[src/rtl/pbg_pkg.sv]
// Shared constants and register selector encoding for the two-bank pin controller.
// Assumes a 32-bit data bus with byte addresses and word-aligned registers.
package pbg_pkg;
    localparam int NUM_BANKS    = 2;
    localparam int ADDR_W       = 8;
    localparam int BANK_SEL_BIT = 7;
    localparam int WORD_LSB     = 2;
    localparam int WORD_W       = 5;
    localparam int NUM_CFG      = 6;

    // Word index within a bank (byte offset = index * 4)
    typedef enum logic [WORD_W-1:0] {
        SEL_OUT_LVL  = 5'd0,
        SEL_DRV_EN   = 5'd1,
        SEL_IN_EN    = 5'd2,
        SEL_ALT_A    = 5'd3,
        SEL_ALT_B    = 5'd4,
        SEL_ALT_IN   = 5'd5,
        SEL_LEVEL    = 5'd6,
        SEL_RISE     = 5'd7,
        SEL_FALL     = 5'd8
    } reg_sel_e;
endpackage

[src/rtl/pbg_sync.sv]
// Two-stage synchronizer for asynchronous pad inputs.
// Assumes each bit is independent; no multi-bit coherence is promised.
module pbg_sync #(
    parameter int W = 32
) (
    input  logic         clk,
    input  logic         rst_n,
    input  logic [W-1:0] d,
    output logic [W-1:0] q
);
    logic [W-1:0] stage1;

    // Shift pad levels through two flops
    always_ff @(posedge clk) begin
        if (!rst_n) begin
            stage1 <= '0;
            q      <= '0;
        end else begin
            stage1 <= d;
            q      <= stage1;
        end
    end
endmodule

[src/rtl/pbg_setclr_reg.sv]
// One bank-wide feature register with independent set and clear bit vectors.
// Clear beats set; bits outside KEEP are held at zero permanently.
module pbg_setclr_reg #(
    parameter int           W    = 16,
    parameter logic [W-1:0] KEEP = '1
) (
    input  logic         clk,
    input  logic         rst_n,
    input  logic         wr_en,
    input  logic [W-1:0] set_bits,
    input  logic [W-1:0] clr_bits,
    output logic [W-1:0] q
);
    // Merge set and clear into the stored state on a write
    always_ff @(posedge clk) begin
        if (!rst_n) begin
            q <= '0;
        end else if (wr_en) begin
            q <= (q | set_bits) & ~clr_bits & KEEP;
        end
    end
endmodule

[src/rtl/pbg_edge_flags.sv]
// Rising and falling transition flags for one bank, cleared by writing ones.
// Assumes 'level' is already synchronous; a new transition outranks a clear.
module pbg_edge_flags #(
    parameter int           W    = 16,
    parameter logic [W-1:0] KEEP = '1
) (
    input  logic         clk,
    input  logic         rst_n,
    input  logic [W-1:0] level,
    input  logic [W-1:0] enable,
    input  logic         rise_clr_en,
    input  logic         fall_clr_en,
    input  logic [W-1:0] clr_bits,
    output logic [W-1:0] rise_q,
    output logic [W-1:0] fall_q
);
    logic [W-1:0] prev;
    logic [W-1:0] rise_ev;
    logic [W-1:0] fall_ev;
    logic [W-1:0] rise_clr;
    logic [W-1:0] fall_clr;

    // Detect enabled transitions and form the clear masks
    always_comb begin
        rise_ev  = level & ~prev & enable & KEEP;
        fall_ev  = ~level & prev & enable & KEEP;
        rise_clr = rise_clr_en ? clr_bits : '0;
        fall_clr = fall_clr_en ? clr_bits : '0;
    end

    // Hold previous level and update the sticky flags
    always_ff @(posedge clk) begin
        if (!rst_n) begin
            prev   <= '0;
            rise_q <= '0;
            fall_q <= '0;
        end else begin
            prev   <= level;
            rise_q <= (rise_q & ~rise_clr) | rise_ev;
            fall_q <= (fall_q & ~fall_clr) | fall_ev;
        end
    end
endmodule

[src/rtl/pin_bank_gpio.sv]
// Two-bank pin controller: decodes the register bus, holds per-pin feature
// state with atomic set/clear writes, synchronizes pads, latches transitions
// and drives the pad output and drive-enable vectors.
// Assumes bus_wr and bus_rd are not both set in one cycle; if they are,
// the read returns the state before the write.
module pin_bank_gpio
    import pbg_pkg::*;
#(
    parameter int                  BANK_W    = 16,
    parameter logic [2*BANK_W-1:0] RSVD_MASK = 32'hE080_0000
) (
    input  logic                  clk,
    input  logic                  rst_n,
    input  logic [ADDR_W-1:0]     bus_addr,
    input  logic                  bus_wr,
    input  logic                  bus_rd,
    input  logic [2*BANK_W-1:0]   bus_wdata,
    output logic [2*BANK_W-1:0]   bus_rdata,
    output logic                  bus_rvalid,
    input  logic [2*BANK_W-1:0]   pad_in,
    input  logic [2*BANK_W-1:0]   alt_out_a,
    input  logic [2*BANK_W-1:0]   alt_out_b,
    output logic [2*BANK_W-1:0]   pad_out,
    output logic [2*BANK_W-1:0]   pad_oe,
    output logic [2*BANK_W-1:0]   alt_in_sel
);
    localparam int DATA_W = 2 * BANK_W;
    localparam int PINS   = NUM_BANKS * BANK_W;

    logic              bank_idx;
    reg_sel_e          word_sel;
    logic [BANK_W-1:0] set_bits;
    logic [BANK_W-1:0] clr_bits;
    logic [PINS-1:0]   level_sync;

    logic [BANK_W-1:0] cfg_q   [NUM_BANKS][NUM_CFG];
    logic [BANK_W-1:0] rise_q  [NUM_BANKS];
    logic [BANK_W-1:0] fall_q  [NUM_BANKS];
    logic [BANK_W-1:0] level_b [NUM_BANKS];
    logic [BANK_W-1:0] rd_slice;

    // Split the address and the write word
    always_comb begin
        bank_idx = bus_addr[BANK_SEL_BIT];
        word_sel = reg_sel_e'(bus_addr[WORD_LSB +: WORD_W]);
        set_bits = bus_wdata[BANK_W-1:0];
        clr_bits = bus_wdata[DATA_W-1:BANK_W];
    end

    pbg_sync #(.W(PINS)) u_sync (
        .clk   (clk),
        .rst_n (rst_n),
        .d     (pad_in),
        .q     (level_sync)
    );

    genvar b;
    genvar k;
    generate
        for (b = 0; b < NUM_BANKS; b++) begin : g_bank
            localparam logic [BANK_W-1:0] KEEP = ~RSVD_MASK[b*BANK_W +: BANK_W];
            logic bank_hit;
            assign bank_hit   = bus_wr && (bank_idx == 1'(b));
            assign level_b[b] = level_sync[b*BANK_W +: BANK_W] & KEEP;

            for (k = 0; k < NUM_CFG; k++) begin : g_cfg
                pbg_setclr_reg #(.W(BANK_W), .KEEP(KEEP)) u_reg (
                    .clk      (clk),
                    .rst_n    (rst_n),
                    .wr_en    (bank_hit && (word_sel == reg_sel_e'(k))),
                    .set_bits (set_bits),
                    .clr_bits (clr_bits),
                    .q        (cfg_q[b][k])
                );
            end

            pbg_edge_flags #(.W(BANK_W), .KEEP(KEEP)) u_edges (
                .clk         (clk),
                .rst_n       (rst_n),
                .level       (level_b[b]),
                .enable      (cfg_q[b][SEL_IN_EN]),
                .rise_clr_en (bank_hit && (word_sel == SEL_RISE)),
                .fall_clr_en (bank_hit && (word_sel == SEL_FALL)),
                .clr_bits    (set_bits),
                .rise_q      (rise_q[b]),
                .fall_q      (fall_q[b])
            );

            // Pad output source: alternate A, then alternate B, then level
            for (k = 0; k < BANK_W; k++) begin : g_pin
                localparam int P = b * BANK_W + k;
                always_comb begin
                    if (cfg_q[b][SEL_ALT_A][k]) begin
                        pad_out[P] = alt_out_a[P];
                    end else if (cfg_q[b][SEL_ALT_B][k]) begin
                        pad_out[P] = alt_out_b[P];
                    end else begin
                        pad_out[P] = cfg_q[b][SEL_OUT_LVL][k];
                    end
                end
            end

            assign pad_oe[b*BANK_W +: BANK_W]     = cfg_q[b][SEL_DRV_EN];
            assign alt_in_sel[b*BANK_W +: BANK_W] = cfg_q[b][SEL_ALT_IN];
        end
    endgenerate

    // Select the addressed bank register for a read
    always_comb begin
        rd_slice = '0;
        for (int i = 0; i < NUM_BANKS; i++) begin
            if (bank_idx == 1'(i)) begin
                case (word_sel)
                    SEL_OUT_LVL: rd_slice = cfg_q[i][SEL_OUT_LVL];
                    SEL_DRV_EN:  rd_slice = cfg_q[i][SEL_DRV_EN];
                    SEL_IN_EN:   rd_slice = cfg_q[i][SEL_IN_EN];
                    SEL_ALT_A:   rd_slice = cfg_q[i][SEL_ALT_A];
                    SEL_ALT_B:   rd_slice = cfg_q[i][SEL_ALT_B];
                    SEL_ALT_IN:  rd_slice = cfg_q[i][SEL_ALT_IN];
                    SEL_LEVEL:   rd_slice = level_b[i];
                    SEL_RISE:    rd_slice = rise_q[i];
                    SEL_FALL:    rd_slice = fall_q[i];
                    default:     rd_slice = '0;
                endcase
            end
        end
    end

    // Register read data and its valid flag
    always_ff @(posedge clk) begin
        if (!rst_n) begin
            bus_rdata  <= '0;
            bus_rvalid <= 1'b0;
        end else begin
            bus_rvalid <= bus_rd;
            if (bus_rd) begin
                bus_rdata <= {{(DATA_W-BANK_W){1'b0}}, rd_slice};
            end
        end
    end
endmodule

[config.mk]
export PLATFORM = sky130hd
export DESIGN_NAME = pin_bank_gpio
export DESIGN_NICKNAME = d
export VERILOG_FILES = /design/src/rtl/pbg_pkg.sv /design/src/rtl/pbg_sync.sv /design/src/rtl/pbg_setclr_reg.sv /design/src/rtl/pbg_edge_flags.sv /design/src/rtl/pin_bank_gpio.sv
export SDC_FILE = /design/constraint.sdc
export NUM_CORES = 1
export LEC_CHECK = 0
export ABC_AREA = 1
export BUFFER_PORTS_ARGS = -buffer_cell sky130_fd_sc_hd__buf_2
export CAP_MARGIN = 15
export CORE_UTILIZATION = 40
export CTS_BUF_LIST = sky130_fd_sc_hd__clkbuf_4 sky130_fd_sc_hd__clkbuf_8
export CTS_CLUSTER_SIZE = 30
export DETAILED_ROUTE_END_ITERATION = 8
export SYNTH_ARGS = -nofsm -noshare
export SYNTH_HDL_FRONTEND = slang
export SYNTH_HIERARCHICAL = 1
export SYNTH_SLANG_ARGS = --single-unit
[constraint.sdc]
create_clock -name clk -period 5.35 [get_ports clk]
set_input_delay 1.07 -clock clk [delete_from_list [all_inputs] [get_ports clk]]
set_output_delay 1.07 -clock clk [all_outputs]
set_load 0.05 [all_outputs]
==> results.toml, run 1 <==
[status]
status = "completed"

[global_route]
gr-total-overflow = 0
grt_pass1_vias = 15400
track_usage = 0.293
antenna_found_initial = 3
grt_start_max_net_pins = 120
grt_pass1_wl_um = 90700

[die]
row_count = 72
ios = 269
die_width_um = 202
die_h_um = 202
initial_core_util = 0.410
die_area_um2 = 40900
core_um2 = 39100

[place]
routabilityCongestion = 0.920
port_buffers = 234
place_area_um2 = 17000
dp_hpwl_um = 41500
place_ws_ns = 1.72

[cts]
clk_pin_slew_worst_paths_ns = 0.06
cts_buffer_depth = 3
clk_latency_ns = 0.63
cts_tree = "built"
cts_setup_buffers = 0
cts_buffers = 59
ctsResizeCount = 0
clock-root-buffer = "clkbuf_8"
hold_buffers = 0
cts_max_level = 2
clkSinkCount = 333

[routing]
wirelength_um = 61500
dr.pass1.iters = 5
route.detailed.drc = 0
via_count = 16600
drt-wirelength-per-cell_um = 19.4
antenna_left = 0
viasPerCell = 5.23
drt_iter0_markers = 1481

[pwr]
power.leakage_nw = 8.87
ir_drop_mv = 0.161
power_mw = 5.59
power_density_nw_per_um2 = 305

[sta]
worst_slack_ns = 2.30
finalCritPeriodShare = 0.571
hold_viol = 0
drv_slew = 0
rsz0062_at_grt = "false"
hold_ws_ns = 0.407
skew_ns = 0.0203
tns_ns = 0
finalSetupViolations = 0
max_clock_freq_mhz = 328
period_needed_ns = 3.05
tightest_slew_ns = 1.16
slew_headroom = 0.228

[logic_synthesis]
yosysWarningCount = 6
syn_area_per_cell_um2 = 6.64
netlist_area_um2 = 16000
synthCells = 2415

[critical_path]
crit_required_ns = 5.87
startpoint_type = "primary input"
critical_path_class = "in2reg"
critical_path.max_fanout = 32
endpoint_kind = "flop"
cp.arrival_ns = 3.58

[worst_hold_path]
hold_class = "reg2reg"

[final_layout]
final_common_cell = "nand2_1"
area_growth_pct = 14.4
nets = 2747
final_area_um2 = 18300
final_layout_size_suffix_gt1_frac = 0.161
mostFrequentLayoutCells = "nand2_1 (918), dfxtp_1 (333), nor2_1 (266), a21oi_1 (241), buf_2 (233)"

[job]
drv_cap = 0
[state kept, by name, summed over array words and instances (netlist names)]
signal,flops
bus_rdata,16
bus_rvalid,1
g_bank.g_cfg.u_reg/q,168
g_bank.u_edges/fall_q,32
g_bank.u_edges/prev,28
g_bank.u_edges/rise_q,32
u_sync/q,28
u_sync/stage1,28
[path summary, 6_finish.rpt]
kind | startpoint | end | slack, ns | depth (start not counted)
worst max register to register | g_bank[0].g_cfg[3].u_reg/q[7]$_SDFFE_PN0P_ | bus_rdata[7]$_SDFFE_PN0P_ | 3.90 | 6
worst min-delay path | u_sync/stage1[8]$_SDFF_PN0_ | u_sync/q[8]$_SDFF_PN0_ | 0.41 | 2
worst max-delay path | bus_addr[5] | g_bank[0].g_cfg[5].u_reg/q[1]$_SDFFE_PN0P_ | 2.30 | 10
worst min register to register | u_sync/stage1[8]$_SDFF_PN0_ | u_sync/q[8]$_SDFF_PN0_ | 0.41 | 2
[layout make-up]
class	instances	area (um2)
Antenna cell	2	5.00
Clock buffer	104	1300
Clock inverter	4	26.3
Fill cell	4143	20800
Inverter	178	668
Multi-Input combinational cell	1775	7640
Sequential cell	333	6670
Tap cell	518	648
Timing Repair Buffer	260	1390
[critical path, stage by stage]
cell and delay [ns]:
buf_2 0.27, nor2_4 0.38, nand2_4 0.15, nor2_4 0.80, inv_1 0.16, nor2_2 0.12, buf_4 0.36, nand2_1 0.09
nand2_1 0.08, nor2_1 0.06
[report_power, final]
part           total, mW  internal [mW]  leakage [nW]  switching [mW]
logic              0.467         0.0988          5.46           0.368
registers           2.54           2.51          2.70          0.0228
clock network       2.59           1.51         0.706            1.08
[layer usage]
layer,wire (um),up-vias,global-route usage,part of all wire
li1,-,7946,-,-
met1,24100,7643,0.363,0.39
met2,28300,858,0.482,0.46
met3,5600,155,0.0460,0.091
met4,3500,2,0.168,0.057
met5,11,-,0,0.00018
[through the flow]
stage	util	cells
4_1_cts	0.469	3172
3_5_place_dp	0.435	3064
5_1_grt	0.469	3173
3_3_place_gp	0.435	3064
6_report	0.469	3174
2_1_floorplan	-	2448
(Power assumes the default switching activity.)
==> inputs of run 2 (changes only) <==
==> constraint.sdc (replaced) <==
create_clock -name clk -period 2.67 [get_ports clk]
set_input_delay 0.534 -clock clk [delete_from_list [all_inputs] [get_ports clk]]
set_output_delay 0.534 -clock clk [all_outputs]
set_load 0.05 [all_outputs]
==> results.toml, run 2 (synthesis gave the netlist of run 1 again) <==
[die]
die_area_um2 = 40900
initial_core_util = 0.410
die_width_um = 202
core_um2 = 39100
die_h_um = 202
ios = 269
row_count = 72

[final_layout]
utilization = 0.480
largest_register = "g_bank.g_cfg.u_reg/q"
regArea_um2 = 6670
mostFrequentLayoutCells = "nand2_1 (918), dfxtp_1 (333), nor2_1 (271), a21oi_1 (241), buf_2 (233)"
final_common_cell = "nand2_1"
final_layout_size_suffix_gt1_frac = 0.171
largest_reg_flops = 168
nets = 2787
fillCellCount = 4133
multi_input_area_um2 = 7630
reg_top3 = "g_bank.g_cfg.u_reg/q (168), g_bank.u_edges/fall_q (32), g_bank.u_edges/rise_q (32)"
area_growth_pct = 17.0

[sta]
finalCritPeriodShare = 0.824
tightest_slew_ns = 0.703
worst_slack_ns = 0.470
tns_ns = 0
period_needed_ns = 2.20
drv_slew = 0
max_clock_freq_mhz = 454
slew_headroom = 0.531
skew_ns = 0.0307
rsz0062_at_grt = "false"
finalSetupViolations = 0
hold_viol = 0

[global_route]
grt_pass1_wl_um = 91500
gr-total-overflow = 0
grt_pass1_vias = 15300
antenna_found_initial = 1
grt_start_max_net_pins = 95
track_usage = 0.297

[critical_path]
crit_top_cell = "o21ai_0"
slowest_delay_ns = 0.39
slowest_stage = "dfxtp_1"
crit_required_ns = 2.14
cp.arrival_ns = 1.67
endpoint_kind = "output pin"
startpoint_type = "flop"
critical_path_class = "reg2out"
critical_path.max_fanout = 4
path_cells = "o21ai_0 > o21ai_0 > buf_2"

[place]
port_buffers = 234
dp_hpwl_um = 43600
routabilityCongestion = 0.944
place_ws_ns = 0.251

[cts]
cts_buffer_depth = 3
clkSinkCount = 333
cts_max_level = 2
clock-root-buffer = "clkbuf_8"
ctsResizeCount = 0
cts_setup_buffers = 0
hold_buffers = 0
cts_tree = "built"
clk_latency_ns = 0.63
cts_buffers = 58
clk_pin_slew_worst_paths_ns = 0.06

[routing]
antenna_left = 0
wirelength_um = 62400
viasPerCell = 5.17
via_count = 16600
dr.pass1.iters = 5
drt_iter0_markers = 1398
drt-wirelength-per-cell_um = 19.4
route.detailed.drc = 0

[job]
drv_cap = 0

[pwr]
power_density_nw_per_um2 = 603
power.leakage_nw = 9.11
ir_drop_mv = 0.332

[worst_hold_path]
hold_class = "in2reg"

[status]
status = "completed"
==> run 2: worst paths after layout <==
path / startpoint / end / slack (ns) / depth (start not counted)
worst min-delay path: pad_in[24] / u_sync/stage1[24]$_SDFF_PN0_ / 0.08 / 3
worst max register to register: g_bank[1].g_cfg[1].u_reg/q[10]$_SDFFE_PN0P_ / bus_rdata[10]$_SDFFE_PN0P_ / 1.26 / 6
worst max-delay path: g_bank[0].g_cfg[4].u_reg/q[13]$_SDFFE_PN0P_ / pad_out[13] / 0.47 / 3
worst min register to register: u_sync/stage1[9]$_SDFF_PN0_ / u_sync/q[9]$_SDFF_PN0_ / 0.41 / 2
==> run 2: critical path: cells and delay by family, from the launching register on <==
kind,cells,cell delay (ns)
flops,1,0.39
compound gates,2,0.36
buf+inv,1,0.29
==> run 2: area by class of cell <==
type,count,share of cell area
antenna,2,0.000267
clock buffer,97,0.0651
timing repair buffer,301,0.0977
clock inverter,8,0.00527
sequential,333,0.355
tap,518,0.0345
multi-input combinational,1775,0.406
inverter,178,0.0356
==> run 2: metal layers <==
layer | track usage | wire length (um)
met1 | 0.366 | 24900
met2 | 0.493 | 29100
met3 | 0.0537 | 5290
met4 | 0.157 | 3150
met5 | 0 | 0
==> run 2: where the power goes <==
group | total [mW] | internal [mW] | switching, mW
logic | 0.976 | 0.230 | 0.746
clock network | 5.25 | 3.07 | 2.18
registers | 5.08 | 5.04 | 0.0465
==> run 2: stage by stage <==
| stage | hold slack, ns | instances | cell area [um2] | total power, mW |
|---|---|---|---|---|
| floorplan | 0.390 | 2448 | 16200 | 5.75 |
| global placement | 0.403 | 3105 | 17400 | 6.13 |
| detailed placement | 0.400 | 3105 | 17400 | 6.14 |
| CTS | 0.0579 | 3210 | 18800 | 11.4 |
| global route | 0.0602 | 3210 | 18800 | 11.7 |
| finish | 0.0789 | 3212 | 18800 | 11.3 |
==> inputs of run 3 (changes only) <==
==> constraint.sdc (replaced) <==
create_clock -name clk -period 2 [get_ports clk]
set_input_delay 0.4 -clock clk [delete_from_list [all_inputs] [get_ports clk]]
set_output_delay 0.4 -clock clk [all_outputs]
set_load 0.05 [all_outputs]
==> results.toml, run 3 (synthesis gave the netlist of run 1 again) <==
[job]
drv_cap = 0

[final_layout]
final_common_cell = "nand2_1"
diodes = 0
nets = 2860
final_layout_size_suffix_gt1_frac = 0.197
mostFrequentLayoutCells = "nand2_1 (918), dfxtp_1 (311), nor2_1 (267), a21oi_1 (241), buf_2 (205)"
largest_register = "g_bank.g_cfg.u_reg/q"
area_growth_pct = 24.1
reg_top3 = "g_bank.g_cfg.u_reg/q (168), g_bank.u_edges/fall_q (32), g_bank.u_edges/rise_q (32)"
fin_cells = 3283
utilization = 0.509
largest_reg_flops = 168

[pwr]
p_int_mw = 10.8
pwr-share-seq = 0.454
p_comb_frac = 0.097
power.leakage_nw = 9.58
power_switching_mw = 4.07
power_density_nw_per_um2 = 749
power_frac_clock = 0.448
p_sw_frac = 0.273
ir_drop_mv = 0.426
power_mw = 14.9

[critical_path]
cp.arrival_ns = 1.56
critical_path.max_fanout = 4
startpoint_type = "flop"
crit_required_ns = 1.60
slowest_stage = "dfxtp_1"
reg2reg_slack_ns = 0.62
path_cells = "nand2_1 > o31ai_4 > buf_6"
endpoint_kind = "output pin"
critical_path_class = "reg2out"
slowest_delay_ns = 0.46

[cts]
cts_tree = "built"
cts_buffers = 58
cts_max_level = 2
clk_pin_slew_worst_paths_ns = 0.06
clock-root-buffer = "clkbuf_8"
cts_buffer_depth = 3
clk_latency_ns = 0.67
clkSinkCount = 333

[die]
row_count = 72
die_width_um = 202
core_um2 = 39100
die_h_um = 202
ios = 269
die_area_um2 = 40900
initial_core_util = 0.410

[global_route]
grt_pass1_vias = 15800
met2_usage = 0.518
grt_start_max_net_pins = 57
antenna_found_initial = 0
gr-total-overflow = 0
grt.busiest_layer = "met2"
grt_pass1_wl_um = 96300
met3_usage = 0.0542
track_usage = 0.315
met1_usage = 0.391

[sta]
max_clock_freq_mhz = 511
period_needed_ns = 1.96
slew_headroom = 0.525
tightest_slew_ns = 0.711
drv_slew = 0
finalSetupViolations = 0
hold_viol = 0
hold_ws_ns = 0.0723
skew_ns = 0.0310
finalCritPeriodShare = 0.978
rsz0062_at_grt = "true"

[status]
status = "completed"

[routing]
viasPerCell = 5.16
route.detailed.drc = 0
via_count = 16900
dr.pass1.iters = 6
wirelength_um = 64900
drt_iter0_markers = 1205
drt-wirelength-per-cell_um = 19.8
antenna_left = 0

[place]
routabilityCongestion = 0.964
port_buffers = 234
dp_hpwl_um = 45300
dp_cells = 3145

[worst_hold_path]
hold_class = "in2reg"
==> run 3: power by group through the flow <==
stage / registers, mW / logic, mW / clock network, mW
2_1_floorplan: 6.95 / 0.733 / 0
3_3_place_gp: 6.93 / 1.35 / 0
3_5_place_dp: 6.93 / 1.36 / 0
4_1_cts: 6.78 / 1.41 / 6.82
5_1_grt: 6.78 / 1.54 / 7.12
6_report: 6.78 / 1.45 / 6.69
==> run 3: worst paths after layout <==
kind              cells past startpoint                                        from                                          end
setup / recovery                      3  g_bank[1].g_cfg[3].u_reg/q[0]$_SDFFE_PN0P_                                  pad_out[16]
hold / removal                        4                               bus_wdata[30]  g_bank[0].g_cfg[4].u_reg/q[14]$_SDFFE_PN0P_
setup reg to reg                      5  g_bank[1].g_cfg[4].u_reg/q[0]$_SDFFE_PN0P_                    bus_rdata[0]$_SDFFE_PN0P_
hold reg to reg                       2                 u_sync/stage1[8]$_SDFF_PN0_                       u_sync/q[8]$_SDFF_PN0_
==> run 3: metal layers <==
layer | vias up | wire [um]
met1 | 7853 | 26200
met5 | - | 0
met3 | 160 | 4880
li1 | 8178 | -
met4 | 0 | 3550
met2 | 739 | 30300
==> run 3: final cells by class <==
| class | count | area [um2] |
|---|---|---|
| sequential | 333 | 6710 |
| inverter | 178 | 668 |
| multi-input combinational | 1775 | 7720 |
| fill | 4033 | 19200 |
| clock inverter | 14 | 88.8 |
| timing repair buffer | 374 | 2910 |
| clock buffer | 91 | 1160 |
| tap | 518 | 648 |
==> run 3: worst max-delay path: cells and delay by family (launching register included) <==
family / cells / cell delay [ns]
compound gates: 1 / 0.09
flops: 1 / 0.46
simple gates: 1 / 0.15
buf+inv: 1 / 0.19
==> run 3: through the flow <==
step                worst slack [ns]  setup TNS, ns  cell area, um2
floorplan                      0.119              0           16200
global placement             -0.0251        -0.0321           18100
detailed placement           -0.0362        -0.0968           18100
CTS                          -0.0145        -0.0145           19800
global route                 -0.0240        -0.0766           19900
finish                        0.0439              0           19900
==> run 3: repair_timing <==
action	4_1_cts	5_1_grt
hold buffers	29	0
setup buffers	1	3
pin swaps	2	6
endpoints found under the setup margin	17	23
resized for setup	45	47
endpoints found under the hold margin	29	0
cloned	0	0
